<file path="src/rtl/db_pkg.sv">
// Shared types for the doorbell mailbox.
// Assumes word-aligned offsets; only the low 12 address bits are decoded.
package db_pkg;
    typedef enum logic [1:0] {
        SEL_NONE = 2'd0,
        SEL_STAT = 2'd1,
        SEL_SET  = 2'd2,
        SEL_CLR  = 2'd3
    } reg_sel_e;

    typedef struct packed {
        logic     hit;
        logic     ch;
        reg_sel_e sel;
    } dec_t;
endpackage

</file>
<file path="src/rtl/db_decode.sv">
// Address decoder: maps a byte offset onto (channel, register kind).
// Assumes channels are laid out at BASE0 + i*CH_STRIDE with three words
// at +0 (status), +SET_OFS (set) and +CLR_OFS (clear).
module db_decode
    import db_pkg::*;
#(
    parameter int AW        = 12,
    parameter int NCH       = 2,
    parameter int BASE0     = 'h200,
    parameter int CH_STRIDE = 'h100,
    parameter int SET_OFS   = 'h8,
    parameter int CLR_OFS   = 'h10
) (
    input  logic [AW-1:0] addr,
    output dec_t          dec
);
    logic [NCH-1:0] hit_stat, hit_set, hit_clr;

    // Per-channel comparators, one set for each channel.
    for (genvar i = 0; i < NCH; i++) begin : g_cmp
        localparam logic [AW-1:0] BASE = AW'(BASE0 + i * CH_STRIDE);
        assign hit_stat[i] = (addr == BASE);
        assign hit_set[i]  = (addr == BASE + AW'(SET_OFS));
        assign hit_clr[i]  = (addr == BASE + AW'(CLR_OFS));
    end

    // Fold comparator hits into one decode record.
    always_comb begin
        dec = '{hit: 1'b0, ch: 1'b0, sel: SEL_NONE};
        for (int i = 0; i < NCH; i++) begin
            if (hit_stat[i] | hit_set[i] | hit_clr[i]) begin
                dec.hit = 1'b1;
                dec.ch  = 1'(i);
                dec.sel = hit_stat[i] ? SEL_STAT : (hit_set[i] ? SEL_SET : SEL_CLR);
            end
        end
    end
endmodule

</file>
<file path="src/rtl/db_channel.sv">
// One doorbell channel: status word with set/clear strobes and a sticky
// violation flag in the top bit. Clear takes priority over set.
// Assumes strobes are already qualified by the security check.
module db_channel #(
    parameter int DW = 32
) (
    input  logic          clk,
    input  logic          rst_n,
    input  logic          set_we,
    input  logic          clr_we,
    input  logic          viol,
    input  logic [DW-1:0] wdata,
    output logic [DW-1:0] stat,
    output logic          irq
);
    localparam logic [DW-1:0] SLOT_MASK = {1'b0, {(DW-1){1'b1}}};

    logic [DW-1:0] stat_nxt;

    // Next status: OR in set bits (slots only), then apply clear, then flag.
    always_comb begin
        stat_nxt = stat | (set_we ? (wdata & SLOT_MASK) : '0);
        stat_nxt = stat_nxt & ~(clr_we ? wdata : '0);
        if (viol) stat_nxt[DW-1] = 1'b1;
    end

    // Status register with synchronous reset.
    always_ff @(posedge clk) begin
        if (!rst_n) stat <= '0;
        else        stat <= stat_nxt;
    end

    assign irq = |(stat & SLOT_MASK);
endmodule

</file>
<file path="src/rtl/doorbell_mbox.sv">
// Top of the secure doorbell mailbox. Decodes bus requests, enforces the
// secure-only rule, updates the channel status words and returns read data
// one cycle after a read request.
// Assumes at most one request per cycle on the register bus.
module doorbell_mbox
    import db_pkg::*;
#(
    parameter int AW  = 12,
    parameter int DW  = 32
) (
    input  logic          clk,
    input  logic          rst_n,
    input  logic          bus_valid,
    input  logic          bus_write,
    input  logic          bus_secure,
    input  logic [AW-1:0] bus_addr,
    input  logic [DW-1:0] bus_wdata,
    output logic          rsp_valid,
    output logic [DW-1:0] rsp_rdata,
    output logic          irq_to_host,
    output logic          irq_to_ctrl
);
    localparam int NCH = 2;

    dec_t          dec;
    logic          acc_ok, acc_bad;
    logic [DW-1:0] chan_stat [NCH];
    logic [NCH-1:0] chan_irq;

    db_decode #(.AW(AW), .NCH(NCH)) u_dec (
        .addr (bus_addr),
        .dec  (dec)
    );

    assign acc_ok  = bus_valid &  bus_secure & dec.hit;
    assign acc_bad = bus_valid & ~bus_secure & dec.hit;

    for (genvar i = 0; i < NCH; i++) begin : g_ch
        logic sel_me;
        assign sel_me = (dec.ch == 1'(i));
        db_channel #(.DW(DW)) u_ch (
            .clk    (clk),
            .rst_n  (rst_n),
            .set_we (acc_ok & bus_write & sel_me & (dec.sel == SEL_SET)),
            .clr_we (acc_ok & bus_write & sel_me & (dec.sel == SEL_CLR)),
            .viol   (acc_bad & sel_me),
            .wdata  (bus_wdata),
            .stat   (chan_stat[i]),
            .irq    (chan_irq[i])
        );
    end

    assign irq_to_host = chan_irq[0];
    assign irq_to_ctrl = chan_irq[1];

    // Read response register: status only for secure status reads.
    always_ff @(posedge clk) begin
        if (!rst_n) begin
            rsp_valid <= 1'b0;
            rsp_rdata <= '0;
        end else begin
            rsp_valid <= bus_valid & ~bus_write;
            rsp_rdata <= (acc_ok & ~bus_write & (dec.sel == SEL_STAT))
                         ? chan_stat[dec.ch] : '0;
        end
    end
endmodule

</file>
<file path="config.mk">
export PLATFORM = sky130hd
export DESIGN_NAME = doorbell_mbox
export DESIGN_NICKNAME = d
export VERILOG_FILES = /design/src/rtl/db_pkg.sv /design/src/rtl/db_decode.sv /design/src/rtl/db_channel.sv /design/src/rtl/doorbell_mbox.sv
export SDC_FILE = /design/constraint.sdc
export NUM_CORES = 1
export LEC_CHECK = 0
export ABC_AREA = 1
export BUFFER_PORTS_ARGS = -buffer_cell sky130_fd_sc_hd__clkbuf_2
export CORE_MARGIN = 5
export CORE_UTILIZATION = 54
export DETAILED_ROUTE_END_ITERATION = 8
export HOLD_SLACK_MARGIN = 0.15
export PLACE_DENSITY = 0.74
export SETUP_SLACK_MARGIN = 0.3
export SYNTH_ARGS = -nofsm -noshare
export SYNTH_HDL_FRONTEND = slang
export SYNTH_SLANG_ARGS = --single-unit
</file>
<file path="constraint.sdc">
create_clock -name clk -period 1.8 [get_ports clk]
set_input_delay 0.36 -clock clk [delete_from_list [all_inputs] [get_ports clk]]
set_output_delay 0.36 -clock clk [all_outputs]
set_load 0.005 [all_outputs]
</file>
# ---- Yosys cells after proc, flatten, opt, wreduce, memory -nomap -nowiden
# Cells that the tools add are included.
dict set report totals {
  ff_bits 97
}
dict set report op_classes {
  n_reduce_logical 3
  mux 15
  n_bitwise 30
  n_lt_le_gt_ge 1
  n_eq_ne 9
}
# op count
set ops {}
lappend ops {{32-bit two-way mux} 5}
lappend ops {{12-bit by 10-bit equality test with 1-bit output (second input constant)} 6}
lappend ops {{32-bit bitwise AND} 2}
lappend ops {{32-bit inverter} 2}
lappend ops {{32-bit bitwise OR} 2}
lappend ops {{31-bit two-way mux} 2}
lappend ops {{31-bit OR reduction} 2}
lappend ops {{1-bit bitwise AND} 16}
lappend ops {{4-bit two-way mux} 2}
lappend ops {{2-bit equality test (second input constant)} 2}
lappend ops {{1-bit two-way mux} 4}
lappend ops {{2-bit two-way mux} 2}
lappend ops {{1-bit bitwise OR} 4}
lappend ops {{1-bit inverter} 3}
lappend ops {{2-bit by 1-bit equality test with 1-bit output (second input constant)} 1}
lappend ops {{2-bit greater-or-equal comparator (second input constant)} 1}
lappend ops {{1-bit inverter with 2-bit output} 1}
lappend ops {{2-bit AND reduction} 1}

# ---- Longest topological paths before layout
dict set report logic_depth {
  word_depth 13
  mapped_depth 12
  depth_no_buf 11
}

# ---- Cells and area by module
# From an unflattened synthesis, not the netlist that was laid out.
dict set report hier_totals {
  cells_unflattened 550
  area_unflattened_um2 4573.1
}
# mod cells_per_inst n_inst area_each_um2
set by_module_without_submodules {}
lappend by_module_without_submodules {db_channel 163 2 1485.2}
lappend by_module_without_submodules {doorbell_mbox 193 1 1447.6}
lappend by_module_without_submodules {db_decode 31 1 155.1}

# ---- Worst setup path before layout
# No wires, ideal clock.
dict set report synth_timing {
  path_type {input port to flip-flop}
  startpoint {input bus_addr[1]}
  endpoint {register g_ch[0].u_ch.stat[1]}
  arrival_ns 1.593
  cell_stages 12
  path_buffers 1
  required_ns 1.736
  path_slack_ns 0.142
  path_cell_list {inv_1 -> nand2_2 -> nor2_4 -> nand2_2 -> nand2_2 -> nand2_2 -> nor3_4 -> buf_6 -> nand3_1 -> nand2_1 -> inv_1 -> nor2_1}
}
dict set report synth_via {
  elab_chain_len 12
  word_cells_on_any_way 29
}
# element line
set synth_rtl {}
lappend synth_rtl {{from (decl)} doorbell_mbox.sv:16} ;# input logic [AW-1:0] bus_addr,
lappend synth_rtl {{12-bit by 10-bit equality test with 1-bit output, on equally long branches} {db_decode.sv:22, db_decode.sv:23}}
lappend synth_rtl {{1-bit bitwise OR (2 in a row)} db_decode.sv:31} ;# if (hit_stat[i] | hit_set[i] | hit_clr[i]) begin
lappend synth_rtl {{4-bit two-way mux} db_decode.sv:31}
lappend synth_rtl {{4-bit two-way mux (*)} db_decode.sv:31}
lappend synth_rtl {{1-bit bitwise AND} doorbell_mbox.sv:35} ;# assign acc_ok = bus_valid & bus_secure & dec.hit;
lappend synth_rtl {{1-bit bitwise AND (2 in a row)} {doorbell_mbox.sv:44, doorbell_mbox.sv:45}}
lappend synth_rtl {{1-bit bitwise AND, on equally long branches} {doorbell_mbox.sv:44, doorbell_mbox.sv:45}}
lappend synth_rtl {{31-bit two-way mux / 32-bit two-way mux (equally long branches)} {db_channel.sv:22, db_channel.sv:23}}
lappend synth_rtl {{32-bit bitwise OR / 32-bit inverter (equally long branches)} {db_channel.sv:22, db_channel.sv:23}}
lappend synth_rtl {{32-bit bitwise AND (*)} db_channel.sv:23} ;# stat_nxt = stat_nxt & ~(clr_we ? wdata : '0);
lappend synth_rtl {{to (signal assigned)} db_channel.sv:30} ;# else stat <= stat_nxt;
lappend synth_rtl {{to (decl)} db_channel.sv:13} ;# output logic [DW-1:0] stat,
# Every way passes the cells marked *; elsewhere a longest branch is shown, timed or not.
# A chain may end at the register's enable or synchronous reset.

# ---- Final worst setup path
dict set report layout_timing {
  startpoint {register g_ch[0].u_ch.stat[2]}
  endpoint {output irq_to_host}
}
dict set report layout_via {
  elab_chain_len 1
}
# element line
set layout_rtl {}
lappend layout_rtl {{31-bit OR reduction} db_channel.sv:33} ;# assign irq = |(stat & SLOT_MASK);
lappend layout_rtl {{to (decl)} doorbell_mbox.sv:20} ;# output logic irq_to_host,
# No other way between the ends.

==> metrics <==
wire per inst 20.9 um; Synth async-reset ratio 0; first-pass GRT wire length 22900 um; critical-path cell list inv_1, nand4_1, nor4_4, nand4_1, buf_2; Slew headroom 0.378; Crit path max-delay family simple AND/OR/NAND/NOR gates; CTS buffer count 9; Hold WC Path Type in -> reg; vias in the first global route 4856; CTS Sinks 97; Yosys reg bits 97; flop2flop setup slack 960 ps; Min Clock Period, post-route about 2200 ps; post-route setup slack -393 ps; layout cell share with drive strength beyond 1 0.499; fin crit share 1.22; crit path DAT ~1800 ps; largest voltage drop on the vdd net 0.000366 V; failing checks setup timing; min-delay src bus_write; H-tree Lvls 3; Gate Count Post-Synth 668; CP max stage delay 420 ps; CTS clk-pin slew, worst paths 100 ps; global placement routability congestion 0.846; antenna cells 0; commonest non-fill, non-tap cell in the layout inv_1; Achievable Freq 456 MHz; Place WS -202 ps; final setup fails 12; status finished with violations; largest net degree at the start of global routing 64; Distinct cells, synth 19; routed vias around 5400; CP dominant cell by count nand4_1; Avg Cell Area, Syn 6.73 um2; First-pass DRT Iterations 6; Buf/Inv on CP 2; total global-route track usage 0.283; Critical Path Slowest Stage Cell nor4_4; hold endpoint rsp_valid$_SDFF_PN0_; Startpoint Class register; die footprint 10200 um2; hpwl dp 7770 um; Min Hold Slack about 200 ps; Reg2Reg Launch Point g_ch[0].u_ch.stat[10]$_SDFF_PN0_; total wire length 18800 um; worst-margin pin slew about 930 ps; Area Overhead vs Synth 57.8%; Hold Path Depth 2; top_reg_cell synth dfxtp_1; CP required 1440 ps; Iter 0 DRT Violations approximately 520; Leak Pwr 3.06 nW; CP Capture Type primary output; Pwr Density 556 nW/um2; warning count from the yosys run 0; DRC Markers 0; Starting Density 0.550; Core Rows 33; Post-Syn Nets 717; initial antenna violation count 0; R2R Path End g_ch[0].u_ch.stat[10]$_SDFF_PN0_; Final Max Slew Viols 0; worst clock skew 15.1 ps; most frequent cells in the layout inv_1 (130), dfxtp_1 (92), clkbuf_2 (79); die width 101 um; maxcap violations 0; vias per cell 6.02; core area ~8000 um2; Crit Path Class reg -> out; Final Hold Violating Endpoints 0; final net count 840; Longest Clk Path Bufs 2; register area share after synthesis 0.432; Port-buffer cells 83; RSZ-0062 raised after global routing yes; Crit Path Max Fanout 2; Post-synth EDFFs 0; Root Driver clkbuf_8; Die H 101 um; num ports 84; Reg2Reg Depth 4; Cell Area, Synth 4500 um2; CTS tree yes; global route overflow 0; Clock Latency Late Sink 390 ps; Antenna Nets Post-Route 0
-- state kept, by name, indices dropped and copies added (netlist names) --
signal / flops
g_ch.u_ch.stat: 64
rsp_rdata: 32
rsp_valid: 1
-- worst reg2reg max path: stages, from the launching register on --
cell and delay, ps:
dfxtp_1 410, inv_1 80, nand2_1 70, inv_1 70, nor2_1 140
-- report_power, final --
group / switching (mW) / internal [mW]
Clock: 0.821 / 0.686
Combinational: 0.195 / 0.0945
Sequential: 0.000336 / 2.14
-- worst max path at each step --
stage	startpoint	end	slack [ps]	depth (start not counted)
5_1_grt	g_ch[0].u_ch.stat[8]$_SDFF_PN0_	irq_to_host	-400	5
3_5_place_dp	bus_addr[1]	g_ch[0].u_ch.stat[4]$_SDFF_PN0_	-200	12
2_1_floorplan	bus_addr[1]	g_ch[1].u_ch.stat[1]$_SDFF_PN0_	160	11
6_report	g_ch[0].u_ch.stat[2]$_SDFF_PN0_	irq_to_host	-390	5
4_1_cts	g_ch[0].u_ch.stat[15]$_SDFF_PN0_	irq_to_host	-140	5
3_3_place_gp	bus_addr[1]	g_ch[0].u_ch.stat[15]$_SDFF_PN0_	-80	12
-- what timing repair did --
item                                    4_1_cts  5_1_grt
endpoints found under the setup margin       64       98
resized for setup                           155      189
pin swaps                                   124       90
setup buffers                                19       11
gates cloned                                  9        4
hold buffers                                  0        0
-- layer usage --
layer	up-vias	global-route usage	wire (um)
met4	0	0.161	1480
li1	2319	-	-
met2	434	0.494	8970
met5	-	0	0
met1	2511	0.315	6450
met3	161	0.0675	1930
-- area by class of cell --
class / instances / area [um2]
Timing Repair Buffer: 146 / 1460
Inverter: 170 / 658
Clock inverter: 4 / 51.3
Sequential cell: 97 / 1950
Fill cell: 394 / 1080
Tap cell: 105 / 131
Multi-Input combinational cell: 367 / 2700
Clock buffer: 12 / 145
-- stage by stage --
stage | utilization | cells | TNS [ps] | total power [mW] | area [um2]
global placement | 0.636 | 842 | -3600 | 2.38 | 5200
global route | 0.867 | 901 | -3080 | 4.02 | 7090
floorplan | - | 668 | 0 | 2.28 | 4660
finish | 0.867 | 901 | -934 | 3.94 | 7090
detailed placement | 0.636 | 842 | -8540 | 2.38 | 5200
CTS | 0.772 | 886 | -265 | 3.84 | 6310
-- cell usage after synthesis, types with 4 or more instances --
library cell | number | area share
buf_2 | 7 | 0.0078
o21ai_1 | 9 | 0.010
dfxtp_1 | 97 | 0.43
nand2_1 | 72 | 0.060
clkbuf_1 | 21 | 0.018
a21oi_1 | 33 | 0.037
nor4_1 | 8 | 0.011
nor2_2 | 4 | 0.0056
nor2_1 | 66 | 0.055
inv_1 | 169 | 0.14
buf_6 | 6 | 0.015
nand2_2 | 5 | 0.0070
nand4_1 | 16 | 0.022
nand3_1 | 64 | 0.071
o21ai_0 | 85 | 0.095
-- cell families after synthesis --
kind of cell / count (synthesis) / synth area share
AO/OA/AOI/OAI: 127 / 0.141
buffers and inverters: 204 / 0.182
AND/OR/NAND/NOR: 240 / 0.244
flip-flops: 97 / 0.432
No activity file was read; power rests on OpenSTA's default activity.
